[config.mk]
export PLATFORM = sky130hd
export DESIGN_NAME = rob_inorder
export DESIGN_NICKNAME = d
export VERILOG_FILES = /design/src/rtl/rob_pkg.sv /design/src/rtl/rob_ctrl.sv /design/src/rtl/rob_store.sv /design/src/rtl/rob_inorder.sv
export SDC_FILE = /design/constraint.sdc
export NUM_CORES = 1
export LEC_CHECK = 0
export CAP_MARGIN = 40
export CORE_MARGIN = 8
export CORE_UTILIZATION = 30
export DETAILED_ROUTE_END_ITERATION = 16
export PLACE_DENSITY = 0.5
export SKIP_LAST_GASP = 1
export SYNTH_ARGS = -nofsm -noshare
export SYNTH_HDL_FRONTEND = slang
export SYNTH_SLANG_ARGS = --single-unit
[constraint.sdc]
create_clock -name clk -period 4.4 [get_ports clk]
set_input_delay 0.88 -clock clk [delete_from_list [all_inputs] [get_ports clk]]
set_output_delay 0.88 -clock clk [all_outputs]
set_load 0.02 [all_outputs]
[src/rtl/rob_pkg.sv]
package rob_pkg;

  // Control-to-datapath strobes issued once per cycle
  typedef struct packed {
    logic alloc;   // write a new slot at the tail
    logic retire;  // release the head slot
    logic flush;   // discard every slot
  } robStrobe_t;

endpackage

[src/rtl/rob_ctrl.sv]
module rob_ctrl
  import rob_pkg::*;
#(
  parameter int DEPTH = 8,
  localparam int PTR_W = (DEPTH > 1) ? $clog2(DEPTH) : 1,
  localparam int CNT_W = $clog2(DEPTH + 1)
) (
  input  logic             clk,
  input  logic             rstN,
  input  logic             issueValid,
  input  logic             headReady,
  input  logic             headFlushReq,
  output robStrobe_t       strobe,
  output logic [PTR_W-1:0] headPtr,
  output logic [PTR_W-1:0] tailPtr,
  output logic [CNT_W-1:0] entryCount,
  output logic             issueReady
);

  logic full;

  function automatic logic [PTR_W-1:0] bump(input logic [PTR_W-1:0] p);
    return (p == PTR_W'(DEPTH - 1)) ? '0 : p + 1'b1;
  endfunction

  always_comb begin
    full          = (entryCount == CNT_W'(DEPTH));
    strobe.retire = headReady;
    strobe.flush  = headReady && headFlushReq;
    issueReady    = !full && !strobe.flush;
    strobe.alloc  = issueValid && issueReady;
  end

  always_ff @(posedge clk) begin
    if (!rstN) begin
      headPtr    <= '0;
      tailPtr    <= '0;
      entryCount <= '0;
    end else if (strobe.flush) begin
      headPtr    <= '0;
      tailPtr    <= '0;
      entryCount <= '0;
    end else begin
      if (strobe.retire) headPtr <= bump(headPtr);
      if (strobe.alloc)  tailPtr <= bump(tailPtr);
      entryCount <= entryCount + CNT_W'(strobe.alloc) - CNT_W'(strobe.retire);
    end
  end

endmodule

[src/rtl/rob_store.sv]
module rob_store
  import rob_pkg::*;
#(
  parameter int DEPTH  = 8,
  parameter int NREG   = 4,
  parameter int DATA_W = 32,
  parameter int TAG_W  = 4,
  localparam int PTR_W = (DEPTH > 1) ? $clog2(DEPTH) : 1,
  localparam int REG_W = (NREG > 1) ? $clog2(NREG) : 1
) (
  input  logic                   clk,
  input  logic                   rstN,
  input  robStrobe_t             strobe,
  input  logic [PTR_W-1:0]       headPtr,
  input  logic [PTR_W-1:0]       tailPtr,
  input  logic                   issueHasDst,
  input  logic [REG_W-1:0]       issueDst,
  input  logic [TAG_W-1:0]       issueTag,
  input  logic                   issueIsBranch,
  input  logic                   cdbValid,
  input  logic [TAG_W-1:0]       cdbTag,
  input  logic [DATA_W-1:0]      cdbValue,
  input  logic                   cdbMispredict,
  output logic                   headReady,
  output logic                   headFlushReq,
  output logic                   commitHasDst,
  output logic [REG_W-1:0]       commitDst,
  output logic [DATA_W-1:0]      commitValue,
  output logic [NREG*DATA_W-1:0] archFile
);

  logic              entValid  [DEPTH];
  logic              entDone   [DEPTH];
  logic              entHasDst [DEPTH];
  logic              entBranch [DEPTH];
  logic              entMiss   [DEPTH];
  logic [REG_W-1:0]  entDst    [DEPTH];
  logic [TAG_W-1:0]  entTag    [DEPTH];
  logic [DATA_W-1:0] entValue  [DEPTH];
  logic [DEPTH-1:0]  wbHit;

  logic [DATA_W-1:0] archReg [NREG];

  // Tag match per slot: only live, unfinished slots accept a result
  for (genvar i = 0; i < DEPTH; i++) begin : gMatch
    assign wbHit[i] = cdbValid && entValid[i] && !entDone[i] && (entTag[i] == cdbTag);
  end

  always_ff @(posedge clk) begin
    if (!rstN) begin
      for (int i = 0; i < DEPTH; i++) begin
        entValid[i] <= 1'b0;
        entDone[i]  <= 1'b0;
      end
    end else begin
      for (int i = 0; i < DEPTH; i++) begin
        if (strobe.flush) begin
          entValid[i] <= 1'b0;
          entDone[i]  <= 1'b0;
        end else begin
          if (strobe.alloc && tailPtr == PTR_W'(i)) begin
            entValid[i]  <= 1'b1;
            entDone[i]   <= 1'b0;
            entHasDst[i] <= issueHasDst;
            entDst[i]    <= issueDst;
            entTag[i]    <= issueTag;
            entBranch[i] <= issueIsBranch;
            entMiss[i]   <= 1'b0;
          end else if (strobe.retire && headPtr == PTR_W'(i)) begin
            entValid[i] <= 1'b0;
          end
          if (wbHit[i]) begin
            entDone[i]  <= 1'b1;
            entValue[i] <= cdbValue;
            entMiss[i]  <= cdbMispredict;
          end
        end
      end
    end
  end

  always_comb begin
    headReady    = entValid[headPtr] && entDone[headPtr];
    headFlushReq = entBranch[headPtr] && entMiss[headPtr];
    commitHasDst = entHasDst[headPtr];
    commitDst    = entDst[headPtr];
    commitValue  = entValue[headPtr];
  end

  // Commit-side register file, written only at retirement
  always_ff @(posedge clk) begin
    if (!rstN) begin
      for (int r = 0; r < NREG; r++) archReg[r] <= '0;
    end else if (strobe.retire && commitHasDst) begin
      archReg[commitDst] <= commitValue;
    end
  end

  for (genvar r = 0; r < NREG; r++) begin : gFlat
    assign archFile[r*DATA_W +: DATA_W] = archReg[r];
  end

endmodule

[src/rtl/rob_inorder.sv]
module rob_inorder
  import rob_pkg::*;
#(
  parameter int DEPTH  = 8,
  parameter int NREG   = 4,
  parameter int DATA_W = 32,
  parameter int TAG_W  = 4,
  localparam int PTR_W = (DEPTH > 1) ? $clog2(DEPTH) : 1,
  localparam int CNT_W = $clog2(DEPTH + 1),
  localparam int REG_W = (NREG > 1) ? $clog2(NREG) : 1
) (
  input  logic                   clk,
  input  logic                   rstN,
  input  logic                   issueValid,
  output logic                   issueReady,
  input  logic                   issueHasDst,
  input  logic [REG_W-1:0]       issueDst,
  input  logic [TAG_W-1:0]       issueTag,
  input  logic                   issueIsBranch,
  input  logic                   cdbValid,
  input  logic [TAG_W-1:0]       cdbTag,
  input  logic [DATA_W-1:0]      cdbValue,
  input  logic                   cdbMispredict,
  output logic                   commitValid,
  output logic                   commitHasDst,
  output logic [REG_W-1:0]       commitDst,
  output logic [DATA_W-1:0]      commitValue,
  output logic                   restorePulse,
  output logic [NREG*DATA_W-1:0] archFile
);

  robStrobe_t       strobe;
  logic [PTR_W-1:0] headPtr;
  logic [PTR_W-1:0] tailPtr;
  logic [CNT_W-1:0] entryCount;
  logic             headReady;
  logic             headFlushReq;

  rob_ctrl #(.DEPTH(DEPTH)) ctrl (
    .clk          (clk),
    .rstN         (rstN),
    .issueValid   (issueValid),
    .headReady    (headReady),
    .headFlushReq (headFlushReq),
    .strobe       (strobe),
    .headPtr      (headPtr),
    .tailPtr      (tailPtr),
    .entryCount   (entryCount),
    .issueReady   (issueReady)
  );

  rob_store #(
    .DEPTH(DEPTH), .NREG(NREG), .DATA_W(DATA_W), .TAG_W(TAG_W)
  ) store (
    .clk           (clk),
    .rstN          (rstN),
    .strobe        (strobe),
    .headPtr       (headPtr),
    .tailPtr       (tailPtr),
    .issueHasDst   (issueHasDst),
    .issueDst      (issueDst),
    .issueTag      (issueTag),
    .issueIsBranch (issueIsBranch),
    .cdbValid      (cdbValid),
    .cdbTag        (cdbTag),
    .cdbValue      (cdbValue),
    .cdbMispredict (cdbMispredict),
    .headReady     (headReady),
    .headFlushReq  (headFlushReq),
    .commitHasDst  (commitHasDst),
    .commitDst     (commitDst),
    .commitValue   (commitValue),
    .archFile      (archFile)
  );

  assign commitValid  = strobe.retire;
  assign restorePulse = strobe.flush;

endmodule

==> flow_summary.ini <==
[drt]
num_vias = 9748
ant_nets = 0
avgRoutedWirePerCell_um = 21.8
via_per_inst = 4.47
drt-pass1-iter-count = 5
drtIter0Drc = 627
drc = 0
finalWirelength_um = 47500

[pwr]
p_clk_frac = 0.431
internal_power_uw = 7880
power.total_uw = 9940
comb_power_share = 0.050
p_sw_uw = 2060
p_sw_frac = 0.207
p_seq_frac = 0.520
powerDensity_nw_per_um2 = 417
worst_ir_drop_vdd_mv = 0.236
leakage_uw = 0.00792

[synthesis]
yosys_most_used_dff = edfxtp_1
synth_common_cells = edfxtp_1 (462), nor2_1 (159), mux4_2 (73)
async_flop_share = 0
ys_warn_count = 0
ys_ff_latch = 485
syn_nets = 1097
synth_area_per_cell_um2 = 18.1
synth_top_cell_area_share = 0.743
synthesis.area_um2 = 18700
synth-edff-count = 462
yosysTopAreaCell = edfxtp_1
netlist_top_cells_area = edfxtp_1 (74%), mux4_2 (8.8%), nor2_1 (3.2%)
ys_seq_area_frac = 0.768
synth_cell_types = 47
synth_most_common_cell = edfxtp_1
synth_cells = 1030

[global_routing]
track_usage = 0.132
busiest_layer = met2
antenna_found_initial = 4
grt_pass1_wl_um = 70300
grt_pass1_vias = 10400
grtUsageMet1 = 0.174
grt_max_degree = 34
grt_overflow = 0
grt_use_met2 = 0.221
met3_usage = 0.0304

[sta]
fin_worst_skew_ns = 0.0206
setup_tns_ns = 0
setup_viol = 0
fin_crit_sh = 0.934
max_slew_margin = 0.467
whs_ns = 0.482
rsz0062_at_grt = no
tightest_slew_ns = 0.778
hold_viol = 0
final_max_slew_viol_count = 0
timing.fmax_mhz = 243
min_period_ns = 4.11

[clocking]
cts_tree = done
cts-buffers-inserted = 51
path_clk_slew_ns = 0.06
cts_hold_buf = 0
clkSinkCount = 485
clockRootBuffer = clkbuf_16
worstSkewPairLatency_ns = 0.58
clk_path_buf_depth = 3
cts_max_level = 2

[floorplan]
die_x_um = 265
die_h_um = 265
initial_core_util = 0.303
std_cell_rows = 91
core-area_um2 = 61600
dieArea_um2 = 70500
io_pins = 215

[finish]
fin_nets = 1370
nFillCells = 5620
layout-drive-gt1-share = 0.166
final-seq-area_um2 = 14300
multi_input_area_um2 = 3960
synthToLayoutAreaGrowth_pct = 27.6
fin_util = 0.387

[setup_path]
critical_path_arrival_ns = 3.23
crit_path_start_kind = flop
cp_max_fo = 25
crit_required_ns = 3.52
crit_chain = buf_12, mux2_4, clkinv_2, and2_1, nor2_1, clkdlybuf4s50_1
critPathTopFamily = buffers and inverters
crit_type = reg2out
critPathSlowestCell = dfxtp_2
cp_slowest_stage_delay_ns = 0.72
critPathBufInv = 3
worstSetupEndpointType = output pin

[job]
drv_cap = 0

[status]
status = finished clean

[place]
hpwl_um = 30800
routabilityCongestion = 0.746
portBuffers = 214

[hold_path]
hp-class = reg2reg
sequential cells by signal (all words and copies together), names as in the netlist, named ones only:
signal           count
ctrl.headPtr         3
ctrl.entryCount      4
store.entTag        32
store.entBranch      8
store.entDone        8
store.entValid       8
store.entValue     256
store.entDst        16
ctrl.tailPtr         3
store.archReg      128
store.entHasDst      8
store.entMiss        8
timing repair:
item	CTS	global route
buffers inserted	0	1
endpoints found under the setup margin	0	3
resized for setup	0	1
worst paths after layout:
path | start | endpoint | slack [ns] | cells past startpoint
hold / removal | store.entDone[1] | store.entDone[1] | 0.48 | 2
setup reg to reg | flop | store.entDst[0][0] | 1.06 | 7
hold reg to reg | store.entDone[1] | store.entDone[1] | 0.48 | 2
setup / recovery | flop | issueReady | 0.29 | 6
routing by layer:
layer | vias up | routed length, µm
li1 | 4451 | -
met1 | 4961 | 21200
met2 | 270 | 22800
met3 | 66 | 2650
met4 | 0 | 887
met5 | - | 0
worst register-to-register path: cells and delay by family (launching register included):
family	cells	cell delay, ns
AO/OA/AOI/OAI	1	0.59
AND/OR/NAND/NOR	1	0.11
multiplexers	2	0.91
flip-flops	1	0.60
buffers and inverters	3	0.89
power by group through the flow:
| stage | combinational, µW | clock [µW] | sequential [µW] |
|---|---|---|---|
| after floorplan | 175 | 0 | 5310 |
| after global placement | 493 | 0 | 5260 |
| after detailed placement | 501 | 0 | 5260 |
| after CTS | 503 | 4410 | 5160 |
| after global routing | 538 | 4580 | 5170 |
| final | 492 | 4280 | 5160 |
cell usage in the layout (no fill, tap or decap), types with 8 or more instances in the layout:
cell type,instances
dfxtp_1,20
clkdlybuf4s50_1,214
clkbuf_16,53
ha_1,17
xnor2_1,24
nand2_1,38
nand3_1,11
clkinv_2,10
clkinv_1,8
edfxtp_1,462
mux4_2,73
clkbuf_1,12
nor2_1,152
buf_4,45
xor2_1,10
mux2i_1,31
inv_1,47
a21oi_1,21
cell families after synthesis:
family                     after synthesis  synth area share
xor gates and xnor gates                34            0.0160
DFF                                    485             0.768
muxes                                  109             0.108
adders and majority gates               18            0.0125
and+or+nand+nor                        254            0.0603
buffers and inverters                   95            0.0241
AOI/OAI and AO/OA                       35            0.0115
per-stage QoR:
step | setup slack [ns] | instance area (µm²) | cells
detailed placement | 0.724 | 22100 | 2086
finish | 0.290 | 23800 | 2182
global placement | 0.742 | 22100 | 2085
CTS | 0.0678 | 23800 | 2178
floorplan | 0.723 | 18700 | 1030
global route | 0.0715 | 23800 | 2179
cell type report:
cell class | instances | area share
diodes | 3 | 0.000315
inverters | 49 | 0.00788
repair buffers | 266 | 0.110
multi-input cells | 450 | 0.166
clock inverters | 27 | 0.0121
well taps | 837 | 0.0440
clock buffers | 65 | 0.0576
flip-flops and latches | 485 | 0.602
Note: power is estimated with default switching activity, not from simulation.
